<file path="src/rtl/rxq_pkg.sv">
package rxq_pkg;

  typedef struct packed {
    logic [7:0] data;
    logic       perr;
    logic       ferr;
    logic       brk;
  } rxq_entry_t;

  typedef enum logic [1:0] {
    GATE_OPEN,
    GATE_WAIT_MARK,
    GATE_WAIT_START
  } rxq_gate_e;

  // occupancy threshold selected by the two trigger-code bits
  function automatic logic [7:0] trig_level(input logic [1:0] code);
    case (code)
      2'b00:   trig_level = 8'd1;
      2'b01:   trig_level = 8'd4;
      2'b10:   trig_level = 8'd8;
      default: trig_level = 8'd14;
    endcase
  endfunction

  function automatic logic has_err(input rxq_entry_t e);
    has_err = e.perr | e.ferr | e.brk;
  endfunction

endpackage

</file>
<file path="src/rtl/rxq_mem.sv">
module rxq_mem #(
  parameter int DEPTH = 16,
  localparam int AW = $clog2(DEPTH),
  localparam int CW = $clog2(DEPTH + 1)
) (
  input  logic                clk,
  input  logic                rst_n,
  input  logic                push,
  input  logic                pop,
  input  logic                flush,
  input  rxq_pkg::rxq_entry_t wdata,
  output rxq_pkg::rxq_entry_t rdata,
  output logic [CW-1:0]       count,
  output logic [CW-1:0]       err_cnt
);
  import rxq_pkg::*;

  rxq_entry_t          mem [DEPTH];
  logic [AW-1:0]       wr_ptr, wr_ptr_d, rd_ptr, rd_ptr_d;
  logic [CW-1:0]       count_d, err_cnt_d;

  function automatic logic [AW-1:0] bump(input logic [AW-1:0] p);
    bump = (p == AW'(DEPTH - 1)) ? '0 : p + 1'b1;
  endfunction

  assign rdata = mem[rd_ptr];

  always_comb begin
    wr_ptr_d  = wr_ptr;
    rd_ptr_d  = rd_ptr;
    count_d   = count;
    err_cnt_d = err_cnt;
    if (flush) begin
      wr_ptr_d  = '0;
      rd_ptr_d  = '0;
      count_d   = '0;
      err_cnt_d = '0;
    end else begin
      if (push) wr_ptr_d = bump(wr_ptr);
      if (pop)  rd_ptr_d = bump(rd_ptr);
      case ({push, pop})
        2'b10:   count_d = count + 1'b1;
        2'b01:   count_d = count - 1'b1;
        default: count_d = count;
      endcase
      case ({push && has_err(wdata), pop && has_err(rdata)})
        2'b10:   err_cnt_d = err_cnt + 1'b1;
        2'b01:   err_cnt_d = err_cnt - 1'b1;
        default: err_cnt_d = err_cnt;
      endcase
    end
  end

  always_ff @(posedge clk or negedge rst_n) begin
    if (!rst_n) begin
      wr_ptr  <= '0;
      rd_ptr  <= '0;
      count   <= '0;
      err_cnt <= '0;
    end else begin
      wr_ptr  <= wr_ptr_d;
      rd_ptr  <= rd_ptr_d;
      count   <= count_d;
      err_cnt <= err_cnt_d;
    end
  end

  // storage array: write-enabled, no reset
  always_ff @(posedge clk) begin
    if (push && !flush) mem[wr_ptr] <= wdata;
  end

endmodule

</file>
<file path="src/rtl/rxq_tmo.sv">
module rxq_tmo #(
  parameter int TICKS = 4,
  localparam int NW = $clog2(TICKS + 1)
) (
  input  logic clk,
  input  logic rst_n,
  input  logic armed,
  input  logic restart,
  input  logic tick,
  output logic fire
);
  logic [NW-1:0] cnt, cnt_d;

  always_comb begin
    cnt_d = cnt;
    if (restart || !armed)
      cnt_d = '0;
    else if (tick && (cnt != NW'(TICKS)))
      cnt_d = cnt + 1'b1;
  end

  always_ff @(posedge clk or negedge rst_n) begin
    if (!rst_n) cnt <= '0;
    else        cnt <= cnt_d;
  end

  assign fire = armed && (cnt == NW'(TICKS));

endmodule

</file>
<file path="src/rtl/rxq_brk_gate.sv">
module rxq_brk_gate (
  input  logic clk,
  input  logic rst_n,
  input  logic brk_load,
  input  logic line_mark,
  input  logic start_seen,
  output logic open
);
  import rxq_pkg::*;

  rxq_gate_e st, st_d;

  always_comb begin
    st_d = st;
    case (st)
      GATE_OPEN:       if (brk_load)   st_d = GATE_WAIT_MARK;
      GATE_WAIT_MARK:  if (line_mark)  st_d = GATE_WAIT_START;
      GATE_WAIT_START: if (start_seen) st_d = GATE_OPEN;
      default:                         st_d = GATE_OPEN;
    endcase
  end

  always_ff @(posedge clk or negedge rst_n) begin
    if (!rst_n) st <= GATE_OPEN;
    else        st <= st_d;
  end

  assign open = (st == GATE_OPEN);

endmodule

</file>
<file path="src/rtl/rxq_fifo.sv">
module rxq_fifo #(
  parameter int DEPTH    = 16,
  parameter int TO_TICKS = 4,
  localparam int CW = $clog2(DEPTH + 1)
) (
  input  logic       clk,
  input  logic       rst_n,
  input  logic       rx_valid,
  input  logic [7:0] rx_byte,
  input  logic       rx_perr,
  input  logic       rx_ferr,
  input  logic       rx_brk,
  input  logic       line_mark,
  input  logic       start_seen,
  input  logic       host_rd,
  input  logic       lsr_rd,
  input  logic       fcr_wr,
  input  logic [7:0] fcr_data,
  input  logic       char_tick,
  output logic [7:0] head_data,
  output logic       head_perr,
  output logic       head_ferr,
  output logic       head_brk,
  output logic       data_ready,
  output logic       overrun,
  output logic       fifo_err,
  output logic       trig_irq,
  output logic       to_irq
);
  import rxq_pkg::*;

  logic          fifo_en_q, fifo_en_d;
  logic [1:0]    trig_q, trig_d;
  logic          ovr_q, ovr_d;
  logic          errseen_q, errseen_d;
  logic [CW-1:0] q_count, err_cnt, depth_lim, lvl;
  logic          nonempty, full, do_pop, do_push, flush, arrive, gate_open;
  rxq_entry_t    wentry, hentry;
  logic [3:0]    fcr_unused;

  assign fcr_unused = fcr_data[5:2];

  // control decode
  assign flush     = fcr_wr && (!fcr_data[0] || fcr_data[1]);
  assign depth_lim = fifo_en_q ? CW'(DEPTH) : CW'(1);
  assign nonempty  = (q_count != '0);
  assign full      = (q_count >= depth_lim);
  assign do_pop    = host_rd && nonempty && !flush;
  assign arrive    = rx_valid && gate_open;
  assign do_push   = arrive && (!full || do_pop) && !flush;
  assign lvl       = CW'(trig_level(trig_q));

  always_comb begin
    wentry.data = rx_brk ? 8'h00 : rx_byte;
    wentry.perr = rx_perr;
    wentry.ferr = rx_ferr;
    wentry.brk  = rx_brk;
  end

  always_comb begin
    fifo_en_d = fcr_wr ? fcr_data[0] : fifo_en_q;
    trig_d    = (fcr_wr && fcr_data[0]) ? fcr_data[7:6] : trig_q;
    ovr_d     = ovr_q;
    if (arrive && full && !do_pop && !flush) ovr_d = 1'b1;
    else if (lsr_rd)                         ovr_d = 1'b0;
    errseen_d = errseen_q;
    if (do_pop && has_err(hentry)) errseen_d = 1'b1;
    else if (lsr_rd)               errseen_d = 1'b0;
  end

  always_ff @(posedge clk or negedge rst_n) begin
    if (!rst_n) begin
      fifo_en_q <= 1'b0;
      trig_q    <= 2'b00;
      ovr_q     <= 1'b0;
      errseen_q <= 1'b0;
    end else begin
      fifo_en_q <= fifo_en_d;
      trig_q    <= trig_d;
      ovr_q     <= ovr_d;
      errseen_q <= errseen_d;
    end
  end

  rxq_mem #(.DEPTH(DEPTH)) u_mem (
    .clk     (clk),
    .rst_n   (rst_n),
    .push    (do_push),
    .pop     (do_pop),
    .flush   (flush),
    .wdata   (wentry),
    .rdata   (hentry),
    .count   (q_count),
    .err_cnt (err_cnt)
  );

  rxq_tmo #(.TICKS(TO_TICKS)) u_tmo (
    .clk     (clk),
    .rst_n   (rst_n),
    .armed   (nonempty && fifo_en_q),
    .restart (do_push || host_rd || flush),
    .tick    (char_tick),
    .fire    (to_irq)
  );

  rxq_brk_gate u_gate (
    .clk        (clk),
    .rst_n      (rst_n),
    .brk_load   (do_push && rx_brk),
    .line_mark  (line_mark),
    .start_seen (start_seen),
    .open       (gate_open)
  );

  assign data_ready = nonempty;
  assign head_data  = nonempty ? hentry.data : 8'h00;
  assign head_perr  = nonempty && hentry.perr;
  assign head_ferr  = nonempty && hentry.ferr;
  assign head_brk   = nonempty && hentry.brk;
  assign overrun    = ovr_q;
  assign fifo_err   = (err_cnt != '0) || errseen_q;
  assign trig_irq   = fifo_en_q ? (q_count >= lvl) : nonempty;

endmodule

</file>
<file path="config.mk">
export PLATFORM = sky130hd
export DESIGN_NAME = rxq_fifo
export DESIGN_NICKNAME = d
export VERILOG_FILES = /design/src/rtl/rxq_pkg.sv /design/src/rtl/rxq_mem.sv /design/src/rtl/rxq_tmo.sv /design/src/rtl/rxq_brk_gate.sv /design/src/rtl/rxq_fifo.sv
export SDC_FILE = /design/constraint.sdc
export NUM_CORES = 1
export LEC_CHECK = 0
export BUFFER_PORTS_ARGS = -buffer_cell sky130_fd_sc_hd__buf_2
export CELL_PAD_IN_SITES_DETAIL_PLACEMENT = 0
export CELL_PAD_IN_SITES_GLOBAL_PLACEMENT = 1
export CORE_MARGIN = 2
export CORE_UTILIZATION = 42
export CTS_CLUSTER_SIZE = 24
export DETAILED_ROUTE_END_ITERATION = 16
export GPL_ROUTABILITY_DRIVEN = 0
export MAX_ROUTING_LAYER = met4
export PLACE_DENSITY_LB_ADDON = 0.25
export SLEW_MARGIN = 20
export SYNTH_ARGS = -nofsm -noshare
export SYNTH_HDL_FRONTEND = slang
export SYNTH_SLANG_ARGS = --single-unit
</file>
<file path="constraint.sdc">
create_clock -name clk -period 7.3 [get_ports clk]
set_input_delay 0.73 -clock clk [delete_from_list [all_inputs] [get_ports clk]]
set_output_delay 0.73 -clock clk [all_outputs]
set_load 0.005 [all_outputs]
</file>
==> flow_metrics.tcl, run 1 <==
set metrics [dict create \
    outcome "finished clean" \
    netlist_area_um2 8872 \
    drt_pass1_iterations 5 \
    wirelength_um 18180 \
    clkPwrFrac_pct 32.4 \
    seqPwrFrac_pct 43.5 \
    arrival_ps 3350 \
    yosys_warnings 0 \
    die_h_um 149.3 \
    wl_per_cell_um 20.29 \
    grt-ovfl-total 0 \
    hold_viol_final 0 \
    crit_type "flop to primary output" \
    worstMarginPinSlew_ps 1111 \
    drc 0 \
    clk_pin_slew_worst_paths_ps 60 \
    async_flop_share_pct 13.73 \
    syn-num-nets 611 \
    first_global_vias 5092 \
    drt_first_iter_violations 219 \
    leakagePower_nw 3.479 \
    crit_path_end_kind "primary output" \
    tritoncts "yes" \
    hold_class "input pin to asynchronous set/reset pin" \
    die_w_um 149.3 \
    post_drt_via_cell_ratio 5.433 \
    startpoint_type "flop" \
    cts_hold_buf 0 \
    vias 4868 \
    reg2reg_from "u_mem.rd_ptr[1]" \
    cts_root_buf "clkbuf_16" \
    setup_tns_ps 0 \
    setup_violations 0 \
    hold_slack_ps 261.4 \
    p_int_mw 2.313 \
    instances_no_fill 896 \
    rows 53 \
    ant_nets 0 \
    die_area_um2 22300 \
    placed_cells 856 \
    fin_nets 655 \
    ys_seq_elements 204 \
    cts_sinks 204 \
    worst_ep_required_time_ps 6570 \
    drive_gt1_share_pct 20.77 \
    clockBufferDepth 3 \
    htreeDepth 1 \
    start_util_pct 42.47 \
    critPathMaxFanout 34 \
    synth_cells 562 \
    synth_ff_type "edfxtp_1" \
    io_pins 44 \
    fp.coreArea_um2 20890 \
    antenna_found_initial 0 \
    numCtsBuffers 23 \
    synth_seq_area_share_pct 67.47 \
    max_cap_violations 0 \
    crit_path_start "u_mem.rd_ptr[1]" \
    finalPower_mw 3.274 \
    diodes 0 \
    final_common_cell "edfxtp_1" \
    cts_resized 0 \
    ys_types 55 \
    powerDensity_nw_per_um2 326.5 \
    switching_power_mw 0.9612 \
    max_freq_ghz 0.2448 \
    pwr-share-comb_pct 24.1 \
    fin_crit_sh_pct 55.95 \
    switching_share_pct 29.36 \
    fin_skew_ps 16.19 \
    dp_hpwl_um 11760 \
    post_cts_buffers 0 \
    numPortBuffers 39 \
    syn_area_per_cell_um2 15.79 \
    fin_crit_ps 4084 \
    clkLatencyLatePin_ps 500 \
    syn_to_final_growth_pct 13.03 \
    grt_pass1_wl_um 28770 \
    final_core_utilization_pct 48.01 \
    maxSlewViolCount 0 \
    synth_edf_count 176 \
    final_cell_mix "edfxtp_1 (176), nand2_1 (41), buf_2 (39)" \
    rsz0062_at_grt "no" \
    grt_max_degree 54 \
    vdd_ir_drop_max_v 0.0001868 \
    max_slew_margin_pct 25.77 \
    track_usage_pct 17.42 \
]
-- through the flow --
step / instance area (um2) / setup WS [ps]
3_5_place_dp: 9316 / 3210
2_1_floorplan: 8872 / 4089
4_1_cts: 10020 / 3182
3_3_place_gp: 9316 / 3258
6_report: 10030 / 3216
5_1_grt: 10030 / 2916
-- layout make-up --
cell class              count  area (um2)
inverters                  23       86.33
multi-input cells         312        2688
fillers                  1783       10860
well taps                 275       344.1
clock inverters            15       118.9
clock buffers              25       583.1
repair buffers             42       217.7
flip-flops and latches    204        5991
-- critical path, cell delays in order, from the launching register on --
cell      delay (ps)
dfrtp_2          930
nand2_1          660
o221ai_1         550
o22ai_1          160
a211oi_1         370
buf_2            190
-- synth_stat cells (2+ instances only) --
cell | count | area [um2]
mux4_2 | 28 | 630.6
a31oi_1 | 2 | 12.51
nand2b_1 | 6 | 37.54
and3_1 | 4 | 25.02
a21o_1 | 3 | 22.52
mux2_2 | 2 | 22.52
nand3_1 | 7 | 35.03
o31ai_1 | 3 | 22.52
buf_4 | 3 | 22.52
a21oi_1 | 18 | 90.09
nor2b_1 | 12 | 75.07
nor4_1 | 3 | 18.77
nand2_1 | 41 | 153.9
a22oi_1 | 3 | 22.52
and2_1 | 18 | 112.6
xor2_1 | 4 | 35.03
nor3_1 | 4 | 20.02
a211oi_1 | 8 | 60.06
or3_1 | 2 | 12.51
inv_1 | 23 | 86.33
o21ai_0 | 10 | 50.05
clkbuf_1 | 13 | 48.80
nor2_1 | 24 | 90.09
mux2i_1 | 36 | 360.4
nor3b_2 | 2 | 25.02
o22ai_1 | 10 | 62.56
xnor2_1 | 4 | 35.03
dfrtp_1 | 28 | 700.7
o21a_1 | 2 | 15.01
edfxtp_1 | 176 | 5285
o221ai_1 | 16 | 140.1
fa_1 | 2 | 40.04
buf_2 | 5 | 25.02
ha_1 | 19 | 237.7
-- power by group through the flow --
stage	logic, mW	registers, mW	clock network (mW)
after floorplan	0.616	1.39	0
after global placement	0.774	1.45	0
after detailed placement	0.791	1.45	0
after CTS	0.796	1.43	1.08
after global routing	0.871	1.44	1.12
final	0.788	1.42	1.06
-- kinds of logic (layout without fill, tap and decap cells) --
family                   after synthesis  count (layout)  synth area share [%]
AO/OA/AOI/OAI                         84              84                 6.868
adder cells (fa/ha/maj)               21              21                 3.131
flip-flops                           204             204                 67.47
multiplexers                          66              66                 11.42
AND/OR/NAND/NOR                      132             132                 7.785
buffers and inverters                 46             105                 2.355
XOR/XNOR                               9               9                0.9730
-- worst paths after layout --
check,to,slack [ps],cells past startpoint
setup / recovery,head_data[0],3220,5
hold / removal,u_mem.wr_ptr[1],260,1
setup reg to reg,u_mem.err_cnt[4],3240,13
hold reg to reg,u_gate.st[1],500,2
max in group asynchronous,u_mem.rd_ptr[0],6540,1
min in group clk,u_gate.st[0],430,2
-- per-layer routing --
layer  routed length [um]  part of all wire (%)  GRT usage (%)  vias to the layer above
met5                    0                     0              -                        -
met4                  221                   1.2          3.714                        0
met3                  831                   4.6          3.303                       20
met2                 8685                    48          27.06                      117
met1                 8442                    46          24.17                     2471
li1                     -                     -              -                     2260
-- flip-flops by register name (all words and copies together) (netlist names) --
| signal | count |
|---|---|
| u_mem.mem | 176 |
| u_mem.count | 5 |
| u_mem.err_cnt | 5 |
| u_mem.rd_ptr | 4 |
| u_mem.wr_ptr | 4 |
| u_tmo.cnt | 3 |
| trig_q | 2 |
| u_gate.st | 2 |
| errseen_q | 1 |
| fifo_en_q | 1 |
| overrun | 1 |
Power figures use the tool's default switching activity.
==> run 2, diff against run 1 <==
==> constraint.sdc (replaced) <==
create_clock -name clk -period 3.7 [get_ports clk]
set_input_delay 0.37 -clock clk [delete_from_list [all_inputs] [get_ports clk]]
set_output_delay 0.37 -clock clk [all_outputs]
set_load 0.005 [all_outputs]
==> flow_metrics.tcl, run 2 (synthesis gave the netlist of run 1 again) <==
set metrics [dict create \
    leakagePower_nw 3.534 \
    arrival_ps 3850 \
    max_cap_violations 0 \
    drt_pass1_iterations 4 \
    max_freq_ghz 0.2883 \
    min_from "line_mark" \
    switching_share_pct 28.45 \
    top_register "u_mem.mem" \
    worstPathCellList "buf_6 -> mux4_2 -> nand3_1 -> and3_4 -> and3_1 -> nor4_1 -> buf_4 -> inv_1 -> fa_1 -> nor2b_1 -> o21ai_0 -> nand2b_1 -> a21oi_1 -> and3_1 -> a211o_1" \
    clkPwrFrac_pct 32.1 \
    hold_viol_final 0 \
    switching_power_mw 1.840 \
    io_pins 44 \
    multi_input_area_um2 2690 \
    crit_path_end_kind "flop" \
    post_drt_via_cell_ratio 5.399 \
    first_global_vias 4799 \
    outcome "finished clean" \
    seqPwrFrac_pct 42.3 \
    m1WireLength_um 8598 \
    antenna_found_initial 0 \
    track_usage_pct 16.85 \
    final-seq-area_um2 5989 \
    wl_per_cell_um 19.86 \
    largest_reg_flops 176 \
    p_int_mw 4.628 \
    die_area_um2 22300 \
    worstMarginPinSlew_ps 1046 \
    setup_violations 0 \
    wirelength_um 17950 \
    cp.buffers_inverters 3 \
    tritoncts "yes" \
    post-place-ws_ps 157.0 \
    crit_path_start "u_mem.rd_ptr[0]" \
    top_layer "met4" \
    fin_crit_ps 3469 \
    final_common_cell "edfxtp_1" \
    clk_pin_slew_worst_paths_ps 60 \
    grt_max_degree 35 \
    hold_class "input pin to flop" \
    ant_nets 0 \
    met2_length_um 8395 \
    cpPeakStageDelay_ps 590 \
    dp_hpwl_um 11880 \
    reg.largest.list "u_mem.mem (176), u_mem.count (5), u_mem.err_cnt (5)" \
    critPathMaxFanout 11 \
    reg2reg_from "u_mem.rd_ptr[0]" \
    die_h_um 149.3 \
    grt-ovfl-total 0 \
    numCtsBuffers 22 \
    grt_pass1_wl_um 27660 \
    numPortBuffers 39 \
    cts_root_buf "clkbuf_16" \
    setup_tns_ps 0 \
    fillers 1774 \
    crit_family "simple AND/OR/NAND/NOR gates" \
    fin_nets 664 \
    rows 53 \
    cp_common_cell "and3_1" \
    cts_sinks 204 \
    worst_ep_required_time_ps 4080 \
    rsz0062_at_grt "no" \
    crit_type "flop to flop" \
    drt_first_iter_violations 340 \
    diodes 0 \
    start_util_pct 42.47 \
    max_slew_margin_pct 30.12 \
    die_w_um 149.3 \
    pwr-share-comb_pct 25.5 \
    clkLatencyLatePin_ps 500 \
    fin_crit_sh_pct 93.74 \
    vias 4881 \
    maxSlewViolCount 0 \
    powerDensity_nw_per_um2 639.6 \
    cp_slowest_cell "dfrtp_4" \
    vdd_ir_drop_max_v 0.0002819 \
    drive_gt1_share_pct 21.14 \
    startpoint_type "flop" \
    drc 0 \
    cts_resized 0 \
    fin_skew_ps 7.239 \
    setup_slack_ps 231.4 \
    final_cell_mix "edfxtp_1 (176), nand2_1 (41), buf_2 (39)" \
    clockBufferDepth 3 \
    dr_wl_met3_um 652 \
    fp.coreArea_um2 20890 \
    htreeDepth 1 \
    syn_to_final_growth_pct 13.98 \
]
-- run 2: cell count changes in the layout (fill, tap and decap cells not counted), moves of 2 or more --
cell | previous run | this run
clkinv_2 | 4 | 2
clkbuf_1 | 2 | 6
clkinvlp_4 | 5 | 2
buf_4 | 3 | 10
-- run 2: area by class of cell --
class	instances	area share (%)
Inverter	23	0.8537
Multi-Input combinational cell	312	26.60
Sequential cell	204	59.23
Timing Repair Buffer	52	3.081
Tap cell	275	3.403
Clock buffer	28	5.667
Clock inverter	10	1.163
-- run 2: worst reg2reg max path: stages, from the launching register on --
cell and delay [ps]:
dfrtp_4 590, buf_6 200, mux4_2 340, nand3_1 90, and3_4 200, and3_1 210
nor4_1 240, buf_4 180, inv_1 50, fa_1 400, nor2b_1 120, o21ai_0 80
nand2b_1 140, a21oi_1 70, and3_1 200, a211o_1 260
-- run 2: metrics by stage --
stage	std cells	util, %	hold slack [ps]	total power [mW]	cell area [um2]
after detailed placement	864	44.94	436.7	4.447	9388
after floorplan	562	-	74.41	3.952	8872
after global placement	864	44.94	439.3	4.403	9388
after CTS	903	48.30	41.95	6.526	10090
final	904	48.41	59.59	6.468	10110
after global routing	904	48.41	54.37	6.783	10110
-- run 2: metal layers --
layer / up-vias / global-route usage [%]
met2: 90 / 25.48
met1: 2480 / 24.58
met4: 0 / 3.857
met5: - / -
li1: 2281 / -
met3: 30 / 2.171
-- run 2: timing repair --
item                       CTS  global route
setup endpoints to repair    0             1
hold buffers                 1             0
buffers inserted             0             1
hold endpoints to repair    28             0
-- run 2: power by group through the flow --
stage	Combinational [mW]	Clock (mW)	Sequential (mW)
2_1_floorplan	1.22	0	2.74
3_3_place_gp	1.61	0	2.79
3_5_place_dp	1.65	0	2.80
4_1_cts	1.65	2.12	2.75
5_1_grt	1.83	2.20	2.76
6_report	1.65	2.08	2.74
-- run 2: worst paths after layout --
check                                    to  slack (ps)  depth (start not counted)
setup reg to reg           u_mem.err_cnt[4]         230                         15
max in group asynchronous   u_mem.rd_ptr[0]        2760                          2
min in group asynchronous   u_mem.wr_ptr[0]         440                          2
hold / removal                 u_gate.st[0]          60                          2
hold reg to reg                u_gate.st[1]         500                          2
setup / recovery           u_mem.err_cnt[4]         230                         15
==> run 3, diff against run 2 <==
--- a/config.mk
+++ b/config.mk
@@ -9,7 +9,8 @@
 export CELL_PAD_IN_SITES_DETAIL_PLACEMENT = 0
 export CELL_PAD_IN_SITES_GLOBAL_PLACEMENT = 1
 export CORE_MARGIN = 2
-export CORE_UTILIZATION = 42
+export CORE_UTILIZATION = 47
+export CTS_CLUSTER_DIAMETER = 100
 export CTS_CLUSTER_SIZE = 24
 export DETAILED_ROUTE_END_ITERATION = 16
 export GPL_ROUTABILITY_DRIVEN = 0
==> flow_metrics.tcl, run 3 (synthesis gave the netlist of run 1 again) <==
set metrics [dict create \
    reg2reg_from "u_mem.rd_ptr[0]" \
    cts_sinks 204 \
    clk_pin_slew_worst_paths_ps 100 \
    fin_crit_ps 3470 \
    clkPwrFrac_pct 24.5 \
    grt_max_degree 36 \
    fp.coreArea_um2 18640 \
    leakagePower_nw 3.389 \
    p_int_mw 4.104 \
    start_util_pct 47.59 \
    drc 0 \
    tritoncts "yes" \
    top_register "u_mem.mem" \
    setup_tns_ps 0 \
    io_pins 44 \
    reg2reg_slack_ps 230 \
    fin_skew_ps 8.053 \
    die_w_um 141.4 \
    die_area_um2 19990 \
    fin_nets 655 \
    r2r_cells 13 \
    post_dp_cell_area_um2 9351 \
    fin_crit_sh_pct 93.78 \
    hold_viol_final 0 \
    worst_ep_required_time_ps 4060 \
    track_usage_pct 18.84 \
    startpoint_type "flop" \
    vias 4853 \
    crit_type "flop to flop" \
    arrival_ps 3830 \
    clkLatencyLatePin_ps 460 \
    pwr-share-comb_pct 28.5 \
    setup_violations 0 \
    wirelength_um 17840 \
    numPortBuffers 39 \
    wl_per_cell_um 21.16 \
    maxSlewViolCount 0 \
    rsz0062_at_grt "no" \
    hold_class "input pin to flop" \
    diodes 0 \
    max_cap_violations 0 \
    largest_reg_flops 176 \
    final_common_cell "edfxtp_1" \
    crit_path_end_kind "flop" \
    reg2reg_to "u_mem.err_cnt[4]" \
    drive_gt1_share_pct 19.38 \
    numCtsBuffers 12 \
    antenna_found_initial 0 \
    fillers 1529 \
    syn_to_final_growth_pct 9.815 \
    powerDensity_nw_per_um2 596.9 \
    ant_nets 0 \
    clockBufferDepth 3 \
    finalInstanceArea_um2 9743 \
    switching_share_pct 29.43 \
    critPathMaxFanout 14 \
    drt_pass1_iterations 5 \
    post_drt_via_cell_ratio 5.757 \
    rows 50 \
    max_slew_margin_pct 29.98 \
    grt-ovfl-total 0 \
    seqPwrFrac_pct 47.0 \
    switching_power_mw 1.712 \
    final_cell_mix "edfxtp_1 (176), nand2_1 (41), buf_2 (39)" \
    min_path_cells 2 \
    max_freq_ghz 0.2882 \
    first_global_vias 4979 \
    reg.largest.list "u_mem.mem (176), u_mem.count (5), u_mem.err_cnt (5)" \
    min_from "line_mark" \
    grt_pass1_wl_um 27990 \
    worstMarginPinSlew_ps 1048 \
    cts_root_buf "clkbuf_16" \
    outcome "finished clean" \
    vdd_ir_drop_max_v 0.0002809 \
    drt_first_iter_violations 303 \
    whs_endpoint "u_gate.st[0]" \
    die_h_um 141.4 \
    htreeDepth 1 \
    dp_hpwl_um 12020 \
]
## run 3: power groups by stage
| stage | Clock, mW | Sequential [mW] | Combinational (mW) |
|---|---|---|---|
| floorplan | 0 | 2.74 | 1.22 |
| global route | 1.52 | 2.76 | 1.82 |
| detailed placement | 0 | 2.79 | 1.67 |
| global placement | 0 | 2.78 | 1.63 |
| finish | 1.42 | 2.74 | 1.66 |
| CTS | 1.45 | 2.74 | 1.68 |
## run 3: timing repair
item                                    in CTS  in global routing
endpoints found under the hold margin       28                  0
endpoints found under the setup margin       0                  0
gates resized for setup                      0                  0
setup buffers                                0                  0
hold buffers                                 1                  0
## run 3: layer usage
metal | global-route usage (%) | vias to the layer above | wire length (um)
met2 | 30.12 | 107 | 8590
met5 | - | - | 0
met1 | 26.24 | 2478 | 8247
met3 | 2.160 | 23 | 682
met4 | 4.737 | 0 | 318
li1 | - | 2245 | -
## run 3: final cells by class
| cell class | count | area, um2 | area share, % |
|---|---|---|---|
| Sequential cell | 204 | 5989 | 61.47 |
| Multi-Input combinational cell | 312 | 2688 | 27.58 |
| Clock buffer | 15 | 332.8 | 3.416 |
| Timing Repair Buffer | 53 | 315.3 | 3.236 |
| Tap cell | 234 | 292.8 | 3.005 |
| Inverter | 23 | 86.33 | 0.8861 |
| Clock inverter | 2 | 38.79 | 0.3981 |
## run 3: how the worst max path moves through the flow
stage	depth (start not counted)	startpoint	endpoint	slack, ps
floorplan	15	u_mem.rd_ptr[0]	u_mem.err_cnt[4]	490
global placement	13	u_mem.rd_ptr[0]	u_mem.err_cnt[4]	360
detailed placement	13	u_mem.rd_ptr[0]	u_mem.err_cnt[4]	320
CTS	13	u_mem.rd_ptr[0]	u_mem.err_cnt[4]	260
global route	13	u_mem.rd_ptr[0]	u_mem.err_cnt[4]	30
finish	13	u_mem.rd_ptr[0]	u_mem.err_cnt[4]	230
## run 3: metrics by stage
step,cells,hold slack [ps],setup WS (ps),utilization [%],power [mW]
2_1_floorplan,562,74.41,489.4,-,3.952
4_1_cts,843,83.74,264.4,52.21,5.862
5_1_grt,843,87.41,30.18,52.26,6.095
3_3_place_gp,825,445.9,358.1,50.16,4.409
3_5_place_dp,825,466.6,323.9,50.16,4.461
6_report,843,91.25,230.2,52.26,5.815
## run 3: worst max-delay path, stage by stage (launching register included)
cell	delay [ps]
dfrtp_4	610
mux4_2	550
a22oi_1	190
and3_4	230
and3_1	240
nor4_1	80
buf_4	180
ha_1	310
nor2b_1	140
o21ai_0	160
nand2b_1	130
a21oi_1	180
nor2_1	80
a211o_1	290
